==> src/rtl/usec_timer_pkg.sv <==
package usec_timer_pkg;
  localparam int ADDR_W = 3;
  typedef enum logic [ADDR_W-1:0] {
    A_CNT_HI   = 3'd0,
    A_CNT_LO   = 3'd1,
    A_DEADLINE = 3'd2,
    A_CTRL     = 3'd3,
    A_STATUS   = 3'd4,
    A_DISARM   = 3'd5
  } reg_addr_e;
endpackage

==> src/rtl/usec_prescaler.sv <==
module usec_prescaler #(
  parameter int CLK_HZ  = 50_000_000,
  parameter int TICK_HZ = 1_000_000
) (
  input  logic clk_i,
  input  logic rst_ni,
  output logic tick_o
);
  localparam int DIV = CLK_HZ / TICK_HZ;
  localparam int PW  = $clog2(DIV > 1 ? DIV : 2);

  generate
    if (DIV <= 1) begin : g_bypass
      assign tick_o = 1'b1;
    end else begin : g_div
      logic [PW-1:0] div_q;
      assign tick_o = (div_q == PW'(DIV - 1));
      always_ff @(posedge clk_i or negedge rst_ni) begin
        if (!rst_ni)     div_q <= '0;
        else if (tick_o) div_q <= '0;
        else             div_q <= div_q + PW'(1);
      end
    end
  endgenerate
endmodule

==> src/rtl/usec_half_cnt.sv <==
module usec_half_cnt #(
  parameter int W = 16
) (
  input  logic         clk_i,
  input  logic         rst_ni,
  input  logic         step_i,
  input  logic         load_i,
  input  logic [W-1:0] load_val_i,
  output logic [W-1:0] cnt_o,
  output logic         wrap_o
);
  logic [W-1:0] cnt_q;
  assign cnt_o  = cnt_q;
  assign wrap_o = step_i & ~load_i & (&cnt_q);

  always_ff @(posedge clk_i or negedge rst_ni) begin
    if (!rst_ni)     cnt_q <= '0;
    else if (load_i) cnt_q <= load_val_i;
    else if (step_i) cnt_q <= cnt_q + W'(1);
  end
endmodule

==> src/rtl/usec_deadline_cmp.sv <==
module usec_deadline_cmp #(
  parameter int W = 16
) (
  input  logic           clk_i,
  input  logic           rst_ni,
  input  logic           arm_i,
  input  logic           disarm_i,
  input  logic           flag_clr_i,
  input  logic [2*W-1:0] dl_i,
  input  logic [W-1:0]   hi_cnt_i,
  input  logic [W-1:0]   lo_cnt_i,
  input  logic           hi_step_i,
  input  logic           lo_step_i,
  output logic [2*W-1:0] dl_o,
  output logic           hi_en_o,
  output logic           lo_en_o,
  output logic           evt_o
);
  logic [2*W-1:0] dl_q;
  logic           hi_en_q, lo_en_q, chk_q, evt_q;
  logic [W-1:0]   hi_nxt, lo_nxt, dl_hi, dl_lo;
  logic           hi_hit, lo_hit;

  assign dl_hi  = dl_q[2*W-1:W];
  assign dl_lo  = dl_q[W-1:0];
  assign hi_nxt = hi_cnt_i + W'(1);
  assign lo_nxt = lo_cnt_i + W'(1);

  // step-onto matching only; low match also needs the high half in place
  assign hi_hit = hi_en_q & hi_step_i & (hi_nxt == dl_hi);
  assign lo_hit = lo_step_i & (lo_nxt == dl_lo) &
                  (hi_hit | (lo_en_q & ~hi_step_i & (hi_cnt_i == dl_hi)));

  always_ff @(posedge clk_i or negedge rst_ni) begin
    if (!rst_ni) begin
      dl_q    <= '0;
      hi_en_q <= 1'b0;
      lo_en_q <= 1'b0;
      chk_q   <= 1'b0;
      evt_q   <= 1'b0;
    end else if (arm_i) begin
      dl_q    <= dl_i;
      evt_q   <= 1'b0;
      lo_en_q <= 1'b0;
      chk_q   <= 1'b1;
      hi_en_q <= (dl_i[2*W-1:W] > hi_cnt_i);
    end else if (disarm_i) begin
      hi_en_q <= 1'b0;
      lo_en_q <= 1'b0;
      chk_q   <= 1'b0;
      if (flag_clr_i) evt_q <= 1'b0;
    end else begin
      chk_q <= 1'b0;
      if (flag_clr_i) evt_q <= 1'b0;
      // second arming step: high half already on the deadline
      if (chk_q && (dl_hi == hi_cnt_i)) begin
        lo_en_q <= 1'b1;
        hi_en_q <= 1'b0;
      end
      if (hi_hit) begin
        hi_en_q <= 1'b0;
        lo_en_q <= ~lo_hit;
      end
      if (lo_hit) begin
        lo_en_q <= 1'b0;
        evt_q   <= 1'b1;
      end
    end
  end

  assign dl_o    = dl_q;
  assign hi_en_o = hi_en_q;
  assign lo_en_o = lo_en_q;
  assign evt_o   = evt_q;
endmodule

==> src/rtl/usec_event_timer.sv <==
module usec_event_timer
  import usec_timer_pkg::*;
#(
  parameter int CLK_HZ  = 50_000_000,
  parameter int TICK_HZ = 1_000_000,
  parameter int HALF_W  = 16
) (
  input  logic              clk_i,
  input  logic              rst_ni,
  input  logic              wr_en_i,
  input  logic              rd_en_i,
  input  logic [ADDR_W-1:0] addr_i,
  input  logic [2*HALF_W-1:0] wr_data_i,
  output logic [2*HALF_W-1:0] rd_data_o,
  output logic              irq_event_o,
  output logic              irq_ovf_o
);
  localparam int CNT_W = 2 * HALF_W;
  localparam int NHALF = 2;

  logic tick, load;
  logic [NHALF:0]                 step;
  logic [NHALF-1:0]               wrap;
  logic [NHALF-1:0][HALF_W-1:0]   cnt_q;
  logic [HALF_W-1:0] lo_snap_q;
  logic [CNT_W-1:0]  dl;
  logic hi_en, lo_en, evt, ovf_q, ovf_ie_q;
  logic arm, disarm, st_wr;

  assign load   = wr_en_i & (addr_i == A_CNT_HI);
  assign arm    = wr_en_i & (addr_i == A_DEADLINE);
  assign disarm = wr_en_i & (addr_i == A_DISARM);
  assign st_wr  = wr_en_i & (addr_i == A_STATUS);

  usec_prescaler #(.CLK_HZ(CLK_HZ), .TICK_HZ(TICK_HZ)) u_pre (
    .clk_i(clk_i), .rst_ni(rst_ni), .tick_o(tick)
  );

  assign step[0] = tick;
  generate
    for (genvar g = 0; g < NHALF; g++) begin : g_half
      usec_half_cnt #(.W(HALF_W)) u_cnt (
        .clk_i     (clk_i),
        .rst_ni    (rst_ni),
        .step_i    (step[g]),
        .load_i    (load),
        .load_val_i(wr_data_i[g*HALF_W +: HALF_W]),
        .cnt_o     (cnt_q[g]),
        .wrap_o    (wrap[g])
      );
      assign step[g+1] = wrap[g];
    end
  endgenerate

  usec_deadline_cmp #(.W(HALF_W)) u_cmp (
    .clk_i     (clk_i),
    .rst_ni    (rst_ni),
    .arm_i     (arm),
    .disarm_i  (disarm),
    .flag_clr_i(st_wr),
    .dl_i      (wr_data_i),
    .hi_cnt_i  (cnt_q[1]),
    .lo_cnt_i  (cnt_q[0]),
    .hi_step_i (wrap[0]),
    .lo_step_i (tick & ~load),
    .dl_o      (dl),
    .hi_en_o   (hi_en),
    .lo_en_o   (lo_en),
    .evt_o     (evt)
  );

  always_ff @(posedge clk_i or negedge rst_ni) begin
    if (!rst_ni) begin
      lo_snap_q <= '0;
      ovf_q     <= 1'b0;
      ovf_ie_q  <= 1'b0;
    end else begin
      if (rd_en_i && addr_i == A_CNT_HI) lo_snap_q <= cnt_q[0];
      if (wr_en_i && addr_i == A_CTRL)   ovf_ie_q  <= wr_data_i[0];
      if (st_wr)   ovf_q <= 1'b0;
      if (wrap[1]) ovf_q <= 1'b1;
    end
  end

  always_comb begin
    rd_data_o = '0;
    case (addr_i)
      A_CNT_HI:   rd_data_o[HALF_W-1:0] = cnt_q[1];
      A_CNT_LO:   rd_data_o[HALF_W-1:0] = lo_snap_q;
      A_DEADLINE: rd_data_o = dl;
      A_CTRL:     rd_data_o[0] = ovf_ie_q;
      A_STATUS:   rd_data_o[1:0] = {evt, ovf_q};
      A_DISARM:   rd_data_o[1:0] = {lo_en, hi_en};
      default:    rd_data_o = '0;
    endcase
  end

  assign irq_event_o = evt;
  assign irq_ovf_o   = ovf_q & ovf_ie_q;
endmodule

==> config.mk <==
export PLATFORM = sky130hd
export DESIGN_NAME = usec_event_timer
export DESIGN_NICKNAME = d
export VERILOG_FILES = /design/src/rtl/usec_timer_pkg.sv /design/src/rtl/usec_prescaler.sv /design/src/rtl/usec_half_cnt.sv /design/src/rtl/usec_deadline_cmp.sv /design/src/rtl/usec_event_timer.sv
export SDC_FILE = /design/constraint.sdc
export NUM_CORES = 1
export LEC_CHECK = 0
export BUFFER_PORTS_ARGS = -buffer_cell sky130_fd_sc_hd__buf_2
export CAP_MARGIN = 10
export CORE_MARGIN = 1.5
export CORE_UTILIZATION = 54
export DETAILED_ROUTE_END_ITERATION = 10
export HOLD_SLACK_MARGIN = 0.02
export PLACE_DENSITY_LB_ADDON = 0.08
export REMOVE_ABC_BUFFERS = 1
export SYNTH_ARGS = -nofsm -noshare
export SYNTH_HDL_FRONTEND = slang
export SYNTH_SLANG_ARGS = --single-unit
export TNS_END_PERCENT = 10
==> constraint.sdc <==
create_clock -name clk_i -period 2.9 [get_ports clk_i]
set_clock_uncertainty 0.15 [all_clocks]
set_input_delay 0 -clock clk_i [delete_from_list [all_inputs] [get_ports clk_i]]
set_output_delay 0 -clock clk_i [all_outputs]
set_load 0.03 [all_outputs]
==> impl_metrics.py, run 1 <==
metrics = {
    "placement": {
        "dpl_cell_area_sq_um": 6740,
        "hpwl_mm": 11.9,
        "dp_slack_ps": 6.30,
        "port_buffers": 72,
        "gp_congestion": 0.951,
    },
    "clock_tree": {
        "ctsRootBufferMaster": "clkbuf_16",
        "htreeDepth": 3,
        "clk_pin_slew_ps": 70,
        "numCtsBuffers": 9,
        "cts_tree": "yes",
        "clock_path_buffers": 2,
        "clock-sinks": 92,
        "clock_latency_ps": 350,
    },
    "timing": {
        "hold_viol_final": 0,
        "min_period_over_period_pct": 96.1,
        "max_freq_ghz": 0.359,
        "tightest_slew_ps": 814,
        "drv_slew": 0,
        "slew_headroom_pct": 45.7,
        "finalSetupViolCount": 0,
        "finalWorstSetupSlack_ps": 114,
        "finalCriticalPeriod_ps": 2790,
    },
    "floorplanning": {
        "start_util_pct": 56.0,
        "die_y_microns": 110,
        "die_x_microns": 110,
        "pin_count": 73,
        "dieArea_sq_um": 12000,
        "rows": 38,
        "core_area_sq_um": 10900,
    },
    "detailed_routing": {
        "drt_first_pass_iters": 5,
        "first_iter_violations": 320,
        "antenna_left": 0,
        "vias_per_cell": 5.70,
        "finalWirelength_mm": 16.5,
        "via_count": 5263,
        "drc": 0,
        "route.detailed.wl_per_inst_microns": 17.8,
    },
    "layout": {
        "n_antenna_cell": 0,
        "design_area_sq_um": 7390,
        "n_fill_cell": 915,
        "layout.nets": 838,
        "syn_to_final_growth_pct": 20.6,
        "drive_above_1_share_pct": 23.7,
    },
    "logic_synthesis": {
        "synth_edf_count": 0,
        "synth_seq_cells": 92,
        "synth.top_cells.by_area": "dfrtp_1 (38%), mux2_2 (9.0%), xnor2_1 (6.3%)",
        "yosys_warnings": 0,
        "yosysMostFrequentCell": "dfrtp_1",
        "synth_top_area_share_pct": 37.6,
        "synth_top_area_cell": "dfrtp_1",
        "postSynthCellCount": 676,
        "synth_cell_types": 59,
        "synth_common_cells": "dfrtp_1 (92), nand2_1 (65), nor2_1 (64)",
        "syn_area_sq_um": 6130,
        "ys_seq_area_share_pct": 37.6,
        "synth-main-ff-cell": "dfrtp_1",
        "async_flop_share_pct": 100,
        "syn_area_per_cell_sq_um": 9.07,
    },
    "flow_run": {
        "drv_cap": 0,
    },
    "grt": {
        "grt_overflow": 0,
        "grt_usage_pct": 29.1,
        "grt_antenna_before_repair": 0,
        "grt_pass1_wl_mm": 26.5,
        "grt_start_max_net_pins": 61,
        "grt_pass1_vias": 5175,
    },
    "critical_path": {
        "cpPeakStageDelay_ps": 540,
        "critPathLaunchType": "register",
        "worstPathRequired_ps": 2990,
        "critical_path_class": "reg2reg",
        "crit_fanout": 8,
        "crit_arrival_ps": 2870,
        "cp_slowest_cell": "dfrtp_1",
        "path_cells": "nand4_4 -> or3_4 -> or4_1 -> o21a_1 -> o41a_1 -> nor2_1 -> and3b_1",
        "cp-end-kind": "register",
    },
    "pwr": {
        "power_leakage_nw": 3.16,
        "powerDensity_nw_per_um2": 611,
        "peakVddDrop_uv": 342,
    },
    "outcome": {
        "status": "completed",
    },
    "worst_hold_path": {
        "min_path_type": "in2async",
    },
}
## state kept, by name, indices dropped and copies added (netlist names)
register and count:
u_cmp.dl_o 32, ovf_q 1, ovf_ie_q 1, u_cmp.lo_en_o 1, u_cmp.chk_q 1, u_pre.g_div.div_q 6, lo_snap_q 16, g_half.u_cnt.cnt_o 32
u_cmp.evt_o 1, u_cmp.hi_en_o 1
## logic make-up (layout without fill, tap and decap cells)
group	count (synthesis)	after routing	synth area share, %
adders and majority gates	20	20	4.08
muxes	68	68	12.6
DFF	92	92	37.6
xor gates and xnor gates	72	72	10.3
AOI/OAI and AO/OA	106	106	10.4
and+or+nand+nor	250	250	20.7
buffers and inverters	68	176	4.39
## per-layer routing
layer	part of all wire (%)	GRT usage (%)
met2	45	45.3
met4	2.2	10.7
met5	0	0
met3	5.0	3.44
met1	47	41.8
## report_power, final
group          internal, mW  switching (mW)  leakage [nW]  total, mW
Sequential             1.56           0.323          1.12       1.88
Clock                 0.596           0.558         0.138       1.15
Combinational         0.698           0.780          1.90       1.48
## worst max-delay path: cells and delay by family, from the launching register on
kind             cells  cell delay [ps]
AND/OR/NAND/NOR      5             1320
flip-flops           1              540
AO/OA/AOI/OAI        2              660
## layout by cell type (no fill, tap or decap), types with 3 or more instances in the layout
master and instances:
and2_1 20, ha_1 20, o21a_1 5, nand3b_1 3, xor2_1 28, and4_1 4, nor4_1 4, nand4_1 15
mux2_2 49, buf_4 31, dfrtp_1 89, nor2b_1 5, a21o_1 5, or3_1 5, dfrtp_2 3, nand2_1 65
dlygate4sd3_1 34, a21oi_1 25, nor2_1 63, o22ai_1 3, o211ai_1 6, xnor2_1 44, buf_2 71, clkbuf_16 9
nand3_1 24, nor3_1 18, inv_1 23, o21ai_0 45, mux2i_1 17
## worst paths after layout
kind / start / slack [ps] / to / depth (start not counted)
max: g_half[1].u_cnt.cnt_o[2]$_DFFE_PN0P_ / 110 / u_cmp.lo_en_o$_DFFE_PN0P_ / 7
min: rst_ni / 90 / u_cmp.dl_o[20]$_DFFE_PN0P_ / 2
max reg2reg: g_half[1].u_cnt.cnt_o[2]$_DFFE_PN0P_ / 110 / u_cmp.lo_en_o$_DFFE_PN0P_ / 7
min reg2reg: u_pre.g_div.div_q[5]$_DFF_PN0_ / 340 / u_pre.g_div.div_q[5]$_DFF_PN0_ / 1
max in group asynchronous: rst_ni / 1690 / g_half[1].u_cnt.cnt_o[1]$_DFFE_PN0P_ / 3
min in group clk_i: addr_i[1] / 120 / ovf_ie_q$_DFFE_PN0P_ / 4
## per-stage QoR
step	cells	TNS, ps	hold slack [ps]	utilization [%]	power [mW]
after detailed placement	874	0	-50.4	61.6	3.31
after floorplan	631	-68600	-446	-	2.82
after global placement	874	0	-63.3	61.6	3.27
after CTS	924	0	108	67.4	4.52
after global routing	924	-4.76	129	67.6	4.77
final	924	0	88.0	67.6	4.51
## layout make-up
class	count	area (sq um)	share of cell area, %
multi-input cells	516	3590	48.6
flip-flops and latches	92	2310	31.2
repair buffers	137	948	12.8
clock buffers	9	225	3.05
well taps	140	175	2.37
inverters	23	86.3	1.17
clock inverters	7	58.8	0.796
## what timing repair did
| action | 4_1_cts | 5_1_grt |
|---|---|---|
| setup endpoints to repair | 1 | 2 |
| buffers inserted | 0 | 0 |
| hold endpoints to repair | 120 | 0 |
| resized for setup | 2 | 5 |
| pin swaps | 0 | 0 |
| hold buffers | 34 | 0 |
Power figures use the tool's default switching activity.
==> inputs of run 2 (changes only) <==
==> constraint.sdc (replaced) <==
create_clock -name clk_i -period 2.31 [get_ports clk_i]
set_clock_uncertainty 0.15 [all_clocks]
set_input_delay 0 -clock clk_i [delete_from_list [all_inputs] [get_ports clk_i]]
set_output_delay 0 -clock clk_i [all_outputs]
set_load 0.03 [all_outputs]
==> impl_metrics.py, run 2 (same netlist as run 1, synthesis figures left out) <==
metrics = {
    "flow_run": {
        "drv_cap": 0,
    },
    "timing": {
        "min_period_over_period_pct": 110,
        "rsz0062_at_grt": "true",
        "finalSetupViolCount": 3,
        "finalWorstSetupSlack_ps": -220,
        "drv_slew": 0,
        "hold_ws_ps": 53.8,
        "finalCriticalPeriod_ps": 2530,
        "max_freq_ghz": 0.395,
        "finalSetupTns_ps": -577,
        "hold_viol_final": 0,
        "tightest_slew_ps": 726,
        "slew_headroom_pct": 51.6,
    },
    "layout": {
        "syn_to_final_growth_pct": 34.5,
        "final_common_cell": "buf_4",
        "final_cell_mix": "buf_4 (101), dfrtp_1 (89), buf_2 (71)",
        "drive_above_1_share_pct": 33.3,
        "utilization_pct": 75.4,
        "design_area_sq_um": 8240,
        "n_antenna_cell": 0,
        "layout.nets": 914,
        "fin_cells": 1000,
    },
    "floorplanning": {
        "die_y_microns": 110,
        "rows": 38,
        "start_util_pct": 56.0,
        "die_x_microns": 110,
        "pin_count": 73,
        "core_area_sq_um": 10900,
        "dieArea_sq_um": 12000,
    },
    "grt": {
        "grt_pass1_wl_mm": 29.2,
        "grt_usage_pct": 32.2,
        "grt_antenna_before_repair": 0,
        "grt_overflow": 0,
        "grt_pass1_vias": 5786,
        "grt_start_max_net_pins": 61,
    },
    "pwr": {
        "powerDensity_nw_per_um2": 765,
        "power.total_mw": 6.31,
        "peakVddDrop_uv": 516,
        "power_leakage_nw": 3.62,
    },
    "detailed_routing": {
        "antenna_left": 0,
        "met2_length_mm": 8.27,
        "dr.max_layer_used": "met4",
        "first_iter_violations": 402,
        "drc": 0,
        "route.detailed.wl_per_inst_microns": 17.9,
        "finalWirelength_mm": 17.9,
        "vias_per_cell": 5.71,
        "met3_length_microns": 979,
        "via_count": 5712,
        "m1WireLength_mm": 8.20,
        "drt_first_pass_iters": 5,
    },
    "critical_path": {
        "cp_slowest_cell": "o41a_1",
        "cpPeakStageDelay_ps": 450,
        "worst-path-buf-inv": 2,
        "r2r_end": "u_cmp.lo_en_o$_DFFE_PN0P_",
        "path_delay_family": "compound AO/OA/AOI/OAI gates",
        "critPathLaunchType": "register",
        "r2r-start": "g_half[1].u_cnt.cnt_o[4]$_DFFE_PN0P_",
        "crit_fanout": 3,
        "critical_path_class": "reg2reg",
        "worstPathRequired_ps": 2410,
        "cp-end-kind": "register",
        "regToRegSetupSlack_ps": -220,
        "crit_arrival_ps": 2630,
        "worstRegToRegCells": 9,
        "path_cells": "nand4_4 -> buf_6 -> or3_1 -> buf_4 -> o21ai_0 -> o22ai_2 -> o41a_1 -> nor2_1 -> and3b_1",
    },
    "worst_hold_path": {
        "holdPathEnd": "g_half[1].u_cnt.cnt_o[1]$_DFFE_PN0P_",
        "min-delay-start": "addr_i[2]",
        "hold_depth": 4,
        "min_path_type": "in2reg",
    },
    "clock_tree": {
        "clock_path_buffers": 2,
        "ctsRootBufferMaster": "clkbuf_16",
        "htreeDepth": 3,
        "cts_tree": "yes",
        "numCtsBuffers": 9,
        "clk_pin_slew_ps": 70,
        "clock-sinks": 92,
        "clock_latency_ps": 350,
    },
    "placement": {
        "dp.cells": 940,
        "dpl_cell_area_sq_um": 7250,
        "dp_slack_ps": -407,
        "hpwl_mm": 12.7,
        "port_buffers": 72,
        "gp_congestion": 0.960,
    },
    "outcome": {
        "status": "finished, violations left",
        "violations": "setup timing",
    },
}
## run 2: worst min-delay path, stage by stage
cell,delay (ps)
buf_2,120
nor3_1,70
nand2_1,200
a31oi_1,130
## run 2: how the worst max path moves through the flow
stage / start / to / slack (ps) / cells past startpoint
2_1_floorplan: addr_i[2] / u_cmp.evt_o$_DFF_PN0_ / -2910 / 8
3_3_place_gp: g_half[1].u_cnt.cnt_o[1]$_DFFE_PN0P_ / u_cmp.hi_en_o$_DFFE_PN0P_ / -450 / 11
3_5_place_dp: g_half[1].u_cnt.cnt_o[1]$_DFFE_PN0P_ / u_cmp.lo_en_o$_DFFE_PN0P_ / -410 / 11
4_1_cts: g_half[1].u_cnt.cnt_o[4]$_DFFE_PN0P_ / u_cmp.lo_en_o$_DFFE_PN0P_ / -210 / 7
5_1_grt: g_half[1].u_cnt.cnt_o[4]$_DFFE_PN0P_ / u_cmp.lo_en_o$_DFFE_PN0P_ / -330 / 9
6_report: g_half[1].u_cnt.cnt_o[4]$_DFFE_PN0P_ / u_cmp.lo_en_o$_DFFE_PN0P_ / -220 / 9
## run 2: metal layers
layer / vias up / GRT usage (%)
met2: 182 / 50.6
li1: 2706 / -
met1: 2797 / 44.3
met3: 27 / 4.86
met5: - / 0
met4: 0 / 13.6
## run 2: where the power goes
| part | switching [mW] | internal, mW | total, mW |
|---|---|---|---|
| combinational | 1.20 | 1.17 | 2.36 |
| clock | 0.697 | 0.968 | 1.66 |
| sequential | 0.326 | 1.96 | 2.28 |
| total | 2.22 | 4.09 | 6.31 |
## run 2: cell type report
cell class | instances | area, sq um
Clock inverter | 7 | 106
Multi-Input combinational cell | 516 | 3790
Tap cell | 140 | 175
Sequential cell | 92 | 2310
Inverter | 23 | 86.3
Fill cell | 792 | 2700
Clock buffer | 9 | 225
Timing Repair Buffer | 213 | 1550
## run 2: what timing repair did
| action | in CTS | in global routing |
|---|---|---|
| hold endpoints to repair | 118 | 0 |
| setup buffers | 3 | 7 |
| pin swaps | 12 | 12 |
| gates cloned | 0 | 0 |
| setup endpoints to repair | 12 | 15 |
| hold buffers | 34 | 0 |
| resized for setup | 30 | 20 |
==> inputs of run 3 (changes only) <==
--- a/config.mk
+++ b/config.mk
@@ -8,7 +8,7 @@
 export BUFFER_PORTS_ARGS = -buffer_cell sky130_fd_sc_hd__buf_2
 export CAP_MARGIN = 10
 export CORE_MARGIN = 1.5
-export CORE_UTILIZATION = 54
+export CORE_UTILIZATION = 25
 export DETAILED_ROUTE_END_ITERATION = 10
 export HOLD_SLACK_MARGIN = 0.02
 export PLACE_DENSITY_LB_ADDON = 0.08
==> impl_metrics.py, run 3 (same netlist as run 1, synthesis figures left out) <==
metrics = {
    "critical_path": {
        "path_cells": "nand4_2 -> or3_4 -> or4_1 -> o21a_1 -> o41a_1 -> nor2_1 -> and3b_1",
        "cp_slowest_cell": "o41a_1",
        "worst-path-buf-inv": 0,
        "critical_path_class": "reg2reg",
        "path_delay_family": "simple AND/OR/NAND/NOR gates",
        "crit_fanout": 3,
        "r2r-start": "g_half[1].u_cnt.cnt_o[7]$_DFFE_PN0P_",
        "crit_start": "g_half[1].u_cnt.cnt_o[7]$_DFFE_PN0P_",
        "worstPathRequired_ps": 2410,
        "critPathLaunchType": "register",
        "cpPeakStageDelay_ps": 450,
        "cp-end-kind": "register",
        "crit_arrival_ps": 2650,
    },
    "timing": {
        "min_period_over_period_pct": 111,
        "finalWorstSetupSlack_ps": -244,
        "slew_headroom_pct": 34.6,
        "hold_ws_ps": 44.5,
        "drv_slew": 0,
        "finalSetupTns_ps": -567,
        "finalSetupViolCount": 3,
        "hold_viol_final": 0,
        "rsz0062_at_grt": "true",
        "max_freq_ghz": 0.392,
        "finalCriticalPeriod_ps": 2550,
        "tightest_slew_ps": 978,
    },
    "grt": {
        "grt_start_max_net_pins": 61,
        "grt_overflow": 0,
        "grt_pass1_wl_mm": 33.4,
        "grt_antenna_before_repair": 0,
        "grt_usage_pct": 16.8,
        "grt_pass1_vias": 5952,
    },
    "detailed_routing": {
        "first_iter_violations": 299,
        "drt_first_pass_iters": 4,
        "drc": 0,
        "vias_per_cell": 4.62,
        "antenna_left": 0,
        "route.detailed.wl_per_inst_microns": 17.2,
        "finalWirelength_mm": 20.6,
        "via_count": 5533,
    },
    "pwr": {
        "peakVddDrop_uv": 301,
        "powerDensity_nw_per_um2": 743,
        "power_leakage_nw": 3.62,
    },
    "placement": {
        "port_buffers": 72,
        "gp_congestion": 0.848,
        "hpwl_mm": 15.7,
    },
    "layout": {
        "layout.nets": 928,
        "final_common_cell": "buf_4",
        "n_antenna_cell": 0,
        "final_cell_mix": "buf_4 (116), dfrtp_1 (88), buf_2 (71)",
        "drive_above_1_share_pct": 33.3,
        "syn_to_final_growth_pct": 37.8,
    },
    "outcome": {
        "violations": "setup timing",
        "status": "finished, violations left",
    },
    "clock_tree": {
        "clock-sinks": 92,
        "clk_pin_slew_ps": 70,
        "htreeDepth": 3,
        "cts_tree": "yes",
        "numCtsBuffers": 9,
        "ctsRootBufferMaster": "clkbuf_16",
        "clock_latency_ps": 360,
        "clock_path_buffers": 2,
    },
    "floorplanning": {
        "dieArea_sq_um": 25500,
        "start_util_pct": 25.3,
        "die_y_microns": 160,
        "rows": 57,
        "die_x_microns": 160,
        "core_area_sq_um": 24200,
        "pin_count": 73,
    },
    "worst_hold_path": {
        "min-delay-start": "addr_i[2]",
        "min_path_type": "in2reg",
    },
    "flow_run": {
        "drv_cap": 0,
    },
}
[run 3: cell types whose count changed in the layout (fill, tap and decap cells not counted), sizes merged]
cell and delta:
buf +13, bufinv -1, clkinv +2, clkinvlp +1
dlygate4sd3 +1, inv -2
[run 3: timing repair]
action	CTS	global route
endpoints found under the setup margin	9	12
buffers inserted	1	1
gates resized for setup	21	5
endpoints found under the hold margin	161	0
hold buffers	35	0
cloned	0	0
pin swaps	10	0
[run 3: worst register-to-register path, delay by kind of cell (launching register included)]
| family | cells | cell delay [ps] |
|---|---|---|
| AOI/OAI and AO/OA | 2 | 670 |
| DFF | 1 | 400 |
| and+or+nand+nor | 5 | 1230 |
[run 3: cell type report]
class | instances | area (sq um)
fill | 2521 | 15700
tap | 324 | 405
multi-input combinational | 516 | 3680
inverter | 23 | 86.3
sequential | 92 | 2310
clock inverter | 7 | 75.1
timing repair buffer | 227 | 1670
clock buffer | 9 | 225
[run 3: where the power goes]
group / total [mW] / leakage [nW] / switching, mW / internal [mW]
logic: 2.40 / 2.36 / 1.21 / 1.19
registers: 2.28 / 1.12 / 0.322 / 1.96
clock network: 1.60 / 0.138 / 0.750 / 0.845
[run 3: worst paths after layout]
kind,end,slack (ps),cells after the start
max in group asynchronous,u_cmp.hi_en_o$_DFFE_PN0P_,600,3
worst max-delay path,u_cmp.lo_en_o$_DFFE_PN0P_,-240,7
worst min-delay path,g_half[1].u_cnt.cnt_o[1]$_DFFE_PN0P_,40,4
min in group asynchronous,u_cmp.dl_o[2]$_DFFE_PN0P_,50,3
worst max register to register,u_cmp.lo_en_o$_DFFE_PN0P_,-240,7
worst min register to register,u_pre.g_div.div_q[5]$_DFF_PN0_,340,1
[run 3: per-layer routing]
metal | up-vias | track usage (%) | share of wire [%]
met4 | 0 | 5.87 | 1.9
met2 | 93 | 27.7 | 47
met5 | - | 0 | 0
li1 | 2733 | - | -
met3 | 22 | 2.16 | 2.9
met1 | 2685 | 22.5 | 48
[run 3: through the flow]
step,power (mW),setup WS (ps),instance area (sq um),utilization [%],cells
floorplan,3.54,-2910,5950,-,631
global placement,4.58,-538,7660,31.7,1145
detailed placement,4.60,-468,7660,31.7,1145
CTS,6.34,-250,8410,34.8,1197
global route,6.68,-306,8440,34.9,1198
finish,6.28,-244,8440,34.9,1198
